### src/rtl/pll_ctl_pkg.sv
package pll_ctl_pkg;

  localparam int WORD_W = 32;
  localparam int NWORDS = 4;
  localparam int REF_W  = 6;
  localparam int FB_W   = 12;
  localparam int PST_W  = 3;

  localparam int unsigned A_CS   = 0;
  localparam int unsigned A_PWR  = 1;
  localparam int unsigned A_FB   = 2;
  localparam int unsigned A_POST = 3;

  localparam int LOCK_BIT = 31;
  localparam int PD_BIT   = 0;
  localparam int VPD_BIT  = 5;

  typedef logic [NWORDS-1:0][WORD_W-1:0] bank_t;

  function automatic logic [WORD_W-1:0] reset_word(input int unsigned idx);
    case (idx)
      A_CS:    return 32'h0000_0001;
      A_PWR:   return 32'h0000_002D;
      A_FB:    return 32'h0000_0000;
      default: return 32'h0007_7000;
    endcase
  endfunction

  function automatic logic [WORD_W-1:0] write_mask(input int unsigned idx);
    if (idx == A_CS) return ~(32'h1 << LOCK_BIT);
    return '1;
  endfunction

  function automatic logic [REF_W-1:0] ref_field(input logic [WORD_W-1:0] w);
    return w[REF_W-1:0];
  endfunction

  function automatic logic [FB_W-1:0] fb_field(input logic [WORD_W-1:0] w);
    return w[FB_W-1:0];
  endfunction

  function automatic logic [PST_W-1:0] post_a_field(input logic [WORD_W-1:0] w);
    return w[18:16];
  endfunction

  function automatic logic [PST_W-1:0] post_b_field(input logic [WORD_W-1:0] w);
    return w[14:12];
  endfunction

  function automatic logic [REF_W-1:0] eff_ref(input logic [REF_W-1:0] v);
    return (v == '0) ? REF_W'(1) : v;
  endfunction

  function automatic logic [PST_W-1:0] eff_post(input logic [PST_W-1:0] v);
    return (v == '0) ? PST_W'(1) : v;
  endfunction

  function automatic logic loop_ready(input logic [WORD_W-1:0] pwr,
                                      input logic [WORD_W-1:0] fb);
    return (fb_field(fb) != '0) && !pwr[PD_BIT] && !pwr[VPD_BIT];
  endfunction

endpackage

### src/rtl/pll_reg_bank.sv
module pll_reg_bank
  import pll_ctl_pkg::*;
(
  input  logic              clk,
  input  logic              rst_n,
  input  logic              wr_en,
  input  logic [1:0]        addr,
  input  logic [WORD_W-1:0] wdata,
  output bank_t             bank_q,
  output bank_t             bank_nxt,
  output logic              ref_chg,
  output logic              fb_chg
);

  for (genvar gi = 0; gi < NWORDS; gi++) begin : g_word
    localparam logic [WORD_W-1:0] RST  = reset_word(gi);
    localparam logic [WORD_W-1:0] MASK = write_mask(gi);
    logic hit;
    assign hit = wr_en && (addr == 2'(gi));

    always_comb begin
      bank_nxt[gi] = bank_q[gi];
      if (hit) bank_nxt[gi] = wdata & MASK;
    end

    always_ff @(posedge clk) begin
      if (!rst_n) bank_q[gi] <= RST;
      else        bank_q[gi] <= bank_nxt[gi];
    end
  end

  assign ref_chg = ref_field(bank_nxt[A_CS]) != ref_field(bank_q[A_CS]);
  assign fb_chg  = fb_field(bank_nxt[A_FB])  != fb_field(bank_q[A_FB]);

endmodule

### src/rtl/pll_lock_timer.sv
module pll_lock_timer #(
  parameter int CNT_W      = 48,
  parameter int LOCK_DELAY = 2000
) (
  input  logic clk,
  input  logic rst_n,
  input  logic wr_en,
  input  logic ready_now,
  input  logic ready_nxt,
  input  logic div_chg,
  output logic armed_o,
  output logic arm_evt,
  output logic locked_o
);

  localparam logic [CNT_W-1:0] DLY = CNT_W'(LOCK_DELAY);

  logic [CNT_W-1:0] now_q;
  logic [CNT_W-1:0] due_q;
  logic             armed_q;
  logic             disarm_evt;

  always_comb begin
    arm_evt    = 1'b0;
    disarm_evt = 1'b0;
    if (wr_en) begin
      if (!ready_nxt)              disarm_evt = 1'b1;
      else if (!armed_q || div_chg) arm_evt   = 1'b1;
    end
  end

  always_ff @(posedge clk) begin
    if (!rst_n) begin
      now_q   <= '0;
      due_q   <= '0;
      armed_q <= 1'b0;
    end else begin
      now_q <= now_q + 1'b1;
      if (disarm_evt) begin
        armed_q <= 1'b0;
      end else if (arm_evt) begin
        armed_q <= 1'b1;
        due_q   <= now_q + DLY;
      end
    end
  end

  assign armed_o  = armed_q;
  assign locked_o = ready_now && armed_q && (now_q >= due_q);

endmodule

### src/rtl/pll_read_port.sv
module pll_read_port
  import pll_ctl_pkg::*;
(
  input  logic              clk,
  input  logic              rst_n,
  input  logic              rd_en,
  input  logic [1:0]        addr,
  input  bank_t             bank_q,
  input  logic              lock_flag,
  output logic [WORD_W-1:0] rdata,
  output logic              rvalid
);

  logic [WORD_W-1:0] sel;

  always_comb begin
    sel = bank_q[addr];
    if (addr == 2'(A_CS)) sel[LOCK_BIT] = lock_flag;
  end

  always_ff @(posedge clk) begin
    if (!rst_n) begin
      rdata  <= '0;
      rvalid <= 1'b0;
    end else begin
      rvalid <= rd_en;
      if (rd_en) rdata <= sel;
    end
  end

endmodule

### src/rtl/pll_lock_regs.sv
module pll_lock_regs
  import pll_ctl_pkg::*;
#(
  parameter int CNT_W      = 48,
  parameter int LOCK_DELAY = 2000
) (
  input  logic        clk,
  input  logic        rst_n,
  input  logic        wr_en,
  input  logic        rd_en,
  input  logic [1:0]  addr,
  input  logic [31:0] wdata,
  output logic [31:0] rdata,
  output logic        rvalid,
  output logic [5:0]  ref_div_o,
  output logic [11:0] fb_div_o,
  output logic [2:0]  post_a_o,
  output logic [2:0]  post_b_o,
  output logic        run_ok_o,
  output logic        locked_o
);

  bank_t bank_q;
  bank_t bank_nxt;
  logic  ref_chg;
  logic  fb_chg;
  logic  ready_now;
  logic  ready_nxt;
  logic  armed;
  logic  arm_evt;
  logic  lock_flag;

  pll_reg_bank u_bank (
    .clk      (clk),
    .rst_n    (rst_n),
    .wr_en    (wr_en),
    .addr     (addr),
    .wdata    (wdata),
    .bank_q   (bank_q),
    .bank_nxt (bank_nxt),
    .ref_chg  (ref_chg),
    .fb_chg   (fb_chg)
  );

  assign ready_now = loop_ready(bank_q[A_PWR],   bank_q[A_FB]);
  assign ready_nxt = loop_ready(bank_nxt[A_PWR], bank_nxt[A_FB]);

  pll_lock_timer #(
    .CNT_W      (CNT_W),
    .LOCK_DELAY (LOCK_DELAY)
  ) u_timer (
    .clk       (clk),
    .rst_n     (rst_n),
    .wr_en     (wr_en),
    .ready_now (ready_now),
    .ready_nxt (ready_nxt),
    .div_chg   (ref_chg || fb_chg),
    .armed_o   (armed),
    .arm_evt   (arm_evt),
    .locked_o  (lock_flag)
  );

  pll_read_port u_rd (
    .clk       (clk),
    .rst_n     (rst_n),
    .rd_en     (rd_en),
    .addr      (addr),
    .bank_q    (bank_q),
    .lock_flag (lock_flag),
    .rdata     (rdata),
    .rvalid    (rvalid)
  );

  assign ref_div_o = eff_ref(ref_field(bank_q[A_CS]));
  assign fb_div_o  = fb_field(bank_q[A_FB]);
  assign post_a_o  = eff_post(post_a_field(bank_q[A_POST]));
  assign post_b_o  = eff_post(post_b_field(bank_q[A_POST]));
  assign run_ok_o  = ready_now;
  assign locked_o  = lock_flag;

endmodule

### config.mk
export PLATFORM = sky130hd
export DESIGN_NAME = pll_lock_regs
export DESIGN_NICKNAME = d
export VERILOG_FILES = /design/src/rtl/pll_ctl_pkg.sv /design/src/rtl/pll_reg_bank.sv /design/src/rtl/pll_lock_timer.sv /design/src/rtl/pll_read_port.sv /design/src/rtl/pll_lock_regs.sv
export SDC_FILE = /design/constraint.sdc
export NUM_CORES = 1
export LEC_CHECK = 0
export BUFFER_PORTS_ARGS = -buffer_cell sky130_fd_sc_hd__buf_2
export CORE_MARGIN = 1.5
export CORE_UTILIZATION = 38
export CTS_CLUSTER_SIZE = 14
export DETAILED_ROUTE_END_ITERATION = 7
export PLACE_DENSITY = 0.53
export SLEW_MARGIN = 40
export SYNTH_ARGS = -nofsm -noshare
export SYNTH_HDL_FRONTEND = slang
export SYNTH_SLANG_ARGS = --single-unit
### constraint.sdc
create_clock -name clk -period 4.15 [get_ports clk]
set_input_delay 0.415 -clock clk [delete_from_list [all_inputs] [get_ports clk]]
set_output_delay 0.415 -clock clk [all_outputs]
set_load 0.005 [all_outputs]
[Yosys cells after proc, flatten, opt, wreduce, memory -nomap -nowiden]
Cells that the tools add are included.
Word-level totals
  flip-flop bits (word level): 257
  latch bits: 0
  memory bits (writable): 0
  bits in read-only memories: 0
  bits of input ports: 38
  output and inout bits: 59
  memories: 0
Cells by class
  add/subtract/negate cells: 2
  multiply operators: 0
  divide/modulo/power cells: 0
  magnitude comparators: 2
  equal/unequal tests: 5
  shifts and indexed selects: 0
  muxes and demuxes: 14
  bitwise logic cells: 2
  reduce and logical (&&, ||, !) cells: 25
Operator list (count)
  $bmux 32 s2: 1
  $add 48x1->48 const B: 1
  $add 48x11->48 const B: 1
  $ge 48x48->1: 1
  $mux 32: 1
  $reduce_bool 12->1: 2
  $mux 6: 3
  $mux 12: 1
  $ne 12x12->1: 1
  $logic_and 1x1->1: 10
  $logic_not 3->1: 2
  $logic_not 6->1: 1
  $mux 1: 6
  $mux 3: 2
  $ne 6x6->1: 1
  $logic_not 1->1: 5
  $eq 2x2->1 const B: 2
  $lt 2x3->1 const B: 1
  $eq 2x1->1 const B: 1
  $logic_not 2->1: 1
  $logic_or 1x1->1: 2
  $not 1->1: 2
  $reduce_and 2->1: 1
  $reduce_or 2->1: 1

[Logic depth before layout (Yosys ltp)]
  depth after elaboration: 10
  depth in mapped cells: 10
  depth with buffers taken out: 8

[Modules after synthesis]
A second synthesis with hierarchy kept.
Second synthesis, totals
  cells, all modules: 1354
  area total of the unflattened synthesis: 13051.3 um2
By module, submodules not included
  pll_lock_timer: instances 1, cells an instance 708, area each 5654.2 um2, sequential area each 1941.9 um2
  pll_reg_bank: instances 1, cells an instance 440, area each 5217.5 um2, sequential area each 2562.5 um2
  pll_read_port: instances 1, cells an instance 184, area each 2048.2 um2, sequential area each 660.6 um2
  pll_lock_regs: instances 1, cells an instance 22, area each 131.4 um2, sequential area each 0.0 um2

[Least setup slack after synthesis]
Ideal clock, no wire load.
  kind: register to output
  start point: reg u_timer.due_q[30]
  end point: out locked_o
  arrival: 1.996 ns
  data required time: 3.735 ns
  setup slack: 1.739 ns
  cell stages (with the launch flop): 9
  path buffers: 0
  cell sequence: dfxtp_1 > inv_1 > ha_1 > nand4_1 > or4_1 > or4_1 > o22ai_1 > o31ai_1 > nand2_1
On the way
  word-level cells in the longest chain between the ends: 2
Ends and longest elaborated chain
  from (decl): RTL line pll_lock_timer.sv:19  | logic [CNT_W-1:0] due_q;
  from (signal assigned): RTL line pll_lock_timer.sv:43  | due_q <= now_q + DLY;
  $ge 48x48->1: RTL line pll_lock_timer.sv:49  | assign locked_o = ready_now && armed_q && (now_q >= due_q);
  $logic_and 1x1->1: RTL line pll_lock_timer.sv:49
  to (decl): RTL line pll_lock_regs.sv:20  | output logic locked_o
Every way passes these cells.

[Final worst setup path]
  start point: reg u_timer.now_q[29]
  end point: out locked_o
On the way
  word-level cells in the longest chain between the ends: 2
Ends and longest elaborated chain
  from (decl): RTL line pll_lock_timer.sv:18  | logic [CNT_W-1:0] now_q;
  from (signal assigned): RTL line pll_lock_timer.sv:38  | now_q <= now_q + 1'b1;
  $ge 48x48->1: RTL line pll_lock_timer.sv:49
  $logic_and 1x1->1: RTL line pll_lock_timer.sv:49
Every way passes these cells.

==> summary.md <==
| Metric | Value |
|---|---|
| Total Die Area | `35400 um2` |
| Synthesized area per cell | `8.52 um2` |
| # rows | `67` |
| Initial antenna violation count | `4` |
| Slew @ Worst Pin | `between 0.8 and 0.9 ns` |
| Hold wc startpoint | `wdata[31]` |
| Post-synthesis async set-or-reset flop share | `0` |
| Post-Synthesis Net Count | `between 1500 and 2000` |
| Die Y | `about 190 um` |
| Layout cell share with drive strength beyond 1 | `0.162` |
| #FFs+latches synth | `between 200 and 300` |
| Gr usage total | `0.203` |
| Reg2reg start | `u_timer.now_q[5]$_SDFF_PN0_` |
| Clock Skew | `about 0.010 ns` |
| Port buffer count | `96` |
| Reg2Reg Setup Slack | `between 1 and 1.5 ns` |
| CP startpoint | `u_timer.now_q[29]$_SDFF_PN0_` |
| Post-CTS Resized | `0` |
| First-pass GRT wire length | `58.3 mm` |
| Worst Setup End Kind | `output pin` |
| Seq/Total Area, Yosys | `0.395` |
| Yosys cell types | `a little over 60` |
| Crit share post-route | `0.886` |
| Drt first pass iters | `5` |
| DRC violation count after routing | `0` |
| Required @ worst endpoint | `between 3 and 4 ns` |
| Arr. time, crit path | `about 3.3 ns` |
| Final Hold Vio Count | `0` |
| Number of max-cap violations | `0` |
| Reg-to-Reg End | `u_timer.now_q[32]$_SDFF_PN0_` |
| Post-Synthesis Cell Area | `approximately 13000 um2` |
| Core Area | `roughly 34000 um2` |
| Fin nets | `about 1600` |
| Hold Crit Class | `input pin to flop` |
| Critical Path End | `locked_o` |
| LEAKAGE | `0.00536 uW` |
| Post-CTS Setup Bufs | `0` |
| Io pins | `97` |
| Min cycle time layout | `roughly 3.7 ns` |
| Avg WL per Cell | `between 15 and 20 um` |
| Die width | `188 um` |
| Synth area leader | `dfxtp_1` |
| Clock tree buffer depth | `3` |
| Clock Tree Root | `clkbuf_16` |
| Clock slew seen by the registers of the worst setup and hold paths | `roughly 0.06 ns` |
| Vias after detailed routing | `10748` |
| Peak Freq | `0.272 GHz` |
| Synth top area cells | `dfxtp_1, nand2_1, a21oi_1` |
| Setup WS post-layout | `~0.47 ns` |
| Post-DP HPWL | `23.1 mm` |
| PD cells | `390 nW/um2` |
| Top_reg_cell synth | `dfxtp_1` |
| Later-pin clock latency in the skew report | `0.57 ns` |
| Outcome | `finished, final reports clean` |
| Synth warn | `0` |
| Final core occ | `0.438` |
| Hold buffer count at cts | `0` |
| Worst-case reg-to-reg path depth | `7` |
| Largest net degree at the start of global routing | `105` |
| Number of global-route vias before repair | `about 10000` |
| Post-Synthesis Cells | `approximately 1500` |
| Setup Viol. Count Final | `0` |
| Total gr overflow | `0` |
| Total Wirelength | `roughly 36 mm` |
| Layout area overhead | `13.0%` |
| Htree depth | `1` |
| RSZ-0062 raised after global routing | `false` |
| Worst setup path class | `flop to output pin` |
| 1st-iter DRT viols | `roughly 620` |
| Post-DRT Antenna Nets | `0` |
| VDD IR max | `roughly 0.3 mV` |
| Max transition margin | `0.426` |
| Commonest cells post-synth | `nand2_1, dfxtp_1, a21oi_1` |
| Number of synthesized flops with an enable pin | `0` |
| Initial core utilization | `0.387` |
| RD Place Congestion | `roughly 0.84` |
| Post-DP Area | `between 10000 and 15000 um2` |
| DR vias/cell | `about 5.3` |
| Clock sink total | `257` |
| Top-count cell post-synth | `nand2_1` |
| Startpoint Class | `flop` |
| Layout Cell Area excl Fill | `14700 um2` |
| Max FO, Critical Path | `10` |
| Fin. max-slew vios | `0` |
| Dpl ws | `around 1.0 ns` |
| TritonCTS buffer count | `31` |
| Top-area cell type share of the netlist area | `0.395` |
| TNS Setup | `0 ns` |
| CTS tree | `done` |
[cell families after synthesis]
logic type | share of synthesized area
compound gates | 0.156
xor+xnor | 0.0606
fa+ha+maj | 0.0481
buf+inv | 0.0655
flops | 0.395
mux | 0.0791
simple gates | 0.196
[where the power goes]
group	total (uW)	leakage, uW	switching, uW	internal, uW
clock	2740	0.000507	1090	1650
sequential	2580	0.00208	46.4	2530
combinational	415	0.00277	253	161
[worst min path at each step]
stage                                 endpoint  slack, ns  cells after the start
3_5_place_dp    u_bank.bank_q[43]$_SDFFE_PN0P_       0.44                      2
2_1_floorplan   u_bank.bank_q[33]$_SDFFE_PN0P_       0.43                      2
4_1_cts         u_bank.bank_q[95]$_SDFFE_PN0N_       0.08                      3
3_3_place_gp   u_bank.bank_q[102]$_SDFFE_PN0P_       0.44                      2
6_report        u_bank.bank_q[63]$_SDFFE_PN0P_       0.11                      3
5_1_grt         u_bank.bank_q[63]$_SDFFE_PN0P_       0.09                      3
[layout by cell type (no fill, tap or decap), drive strengths merged, types with 18 or more instances in the layout]
cell type    n
nand2      297
dfxtp      257
a21oi      152
buf        120
nor2       103
a211oi      76
inv         63
xnor2       58
ha          50
clkbuf      45
nand3       39
nand4       37
mux2i       32
xor2        32
mux4        31
nor3        21
nor4        18
[worst max-delay path: stages (launching register included)]
cell and delay, ns:
dfxtp_1 0.40, ha_1 0.33, nand4_1 0.18, or4_1 0.60, or4_1 0.42, o22ai_1 0.29, o31ai_1 0.17, nand2_1 0.17
buf_2 0.13
[flip-flops by register name, indices dropped and copies added (netlist names)]
register,cells
u_rd.rdata,32
u_rd.rvalid,1
u_timer.armed_o,1
u_timer.due_q,48
u_timer.now_q,48
u_bank.bank_q,127
[stage by stage]
stage,power (uW),hold slack (ns),cells
after detailed placement,3050,0.443,1960
after CTS,5820,0.0814,2018
final,5740,0.107,2020
after floorplan,2910,0.433,1527
after global routing,5970,0.0929,2019
after global placement,3050,0.438,1960
[layer usage]
metal / up-vias / share of wire / track usage
met4: 4 / 0.019 / 0.0511
li1: 5319 / - / -
met2: 233 / 0.45 / 0.328
met5: - / 0.00064 / 0
met1: 5138 / 0.47 / 0.279
met3: 54 / 0.059 / 0.0399
[layout make-up]
| class | count | area, um2 |
|---|---|---|
| diodes | 2 | 5.00 |
| clock buffers | 45 | 878 |
| clock inverters | 13 | 154 |
| fillers | 3339 | 18900 |
| inverters | 62 | 240 |
| multi-input cells | 1073 | 7050 |
| flip-flops and latches | 257 | 5140 |
| well taps | 448 | 561 |
| repair buffers | 120 | 673 |
Note: power is estimated with default switching activity, not from simulation.
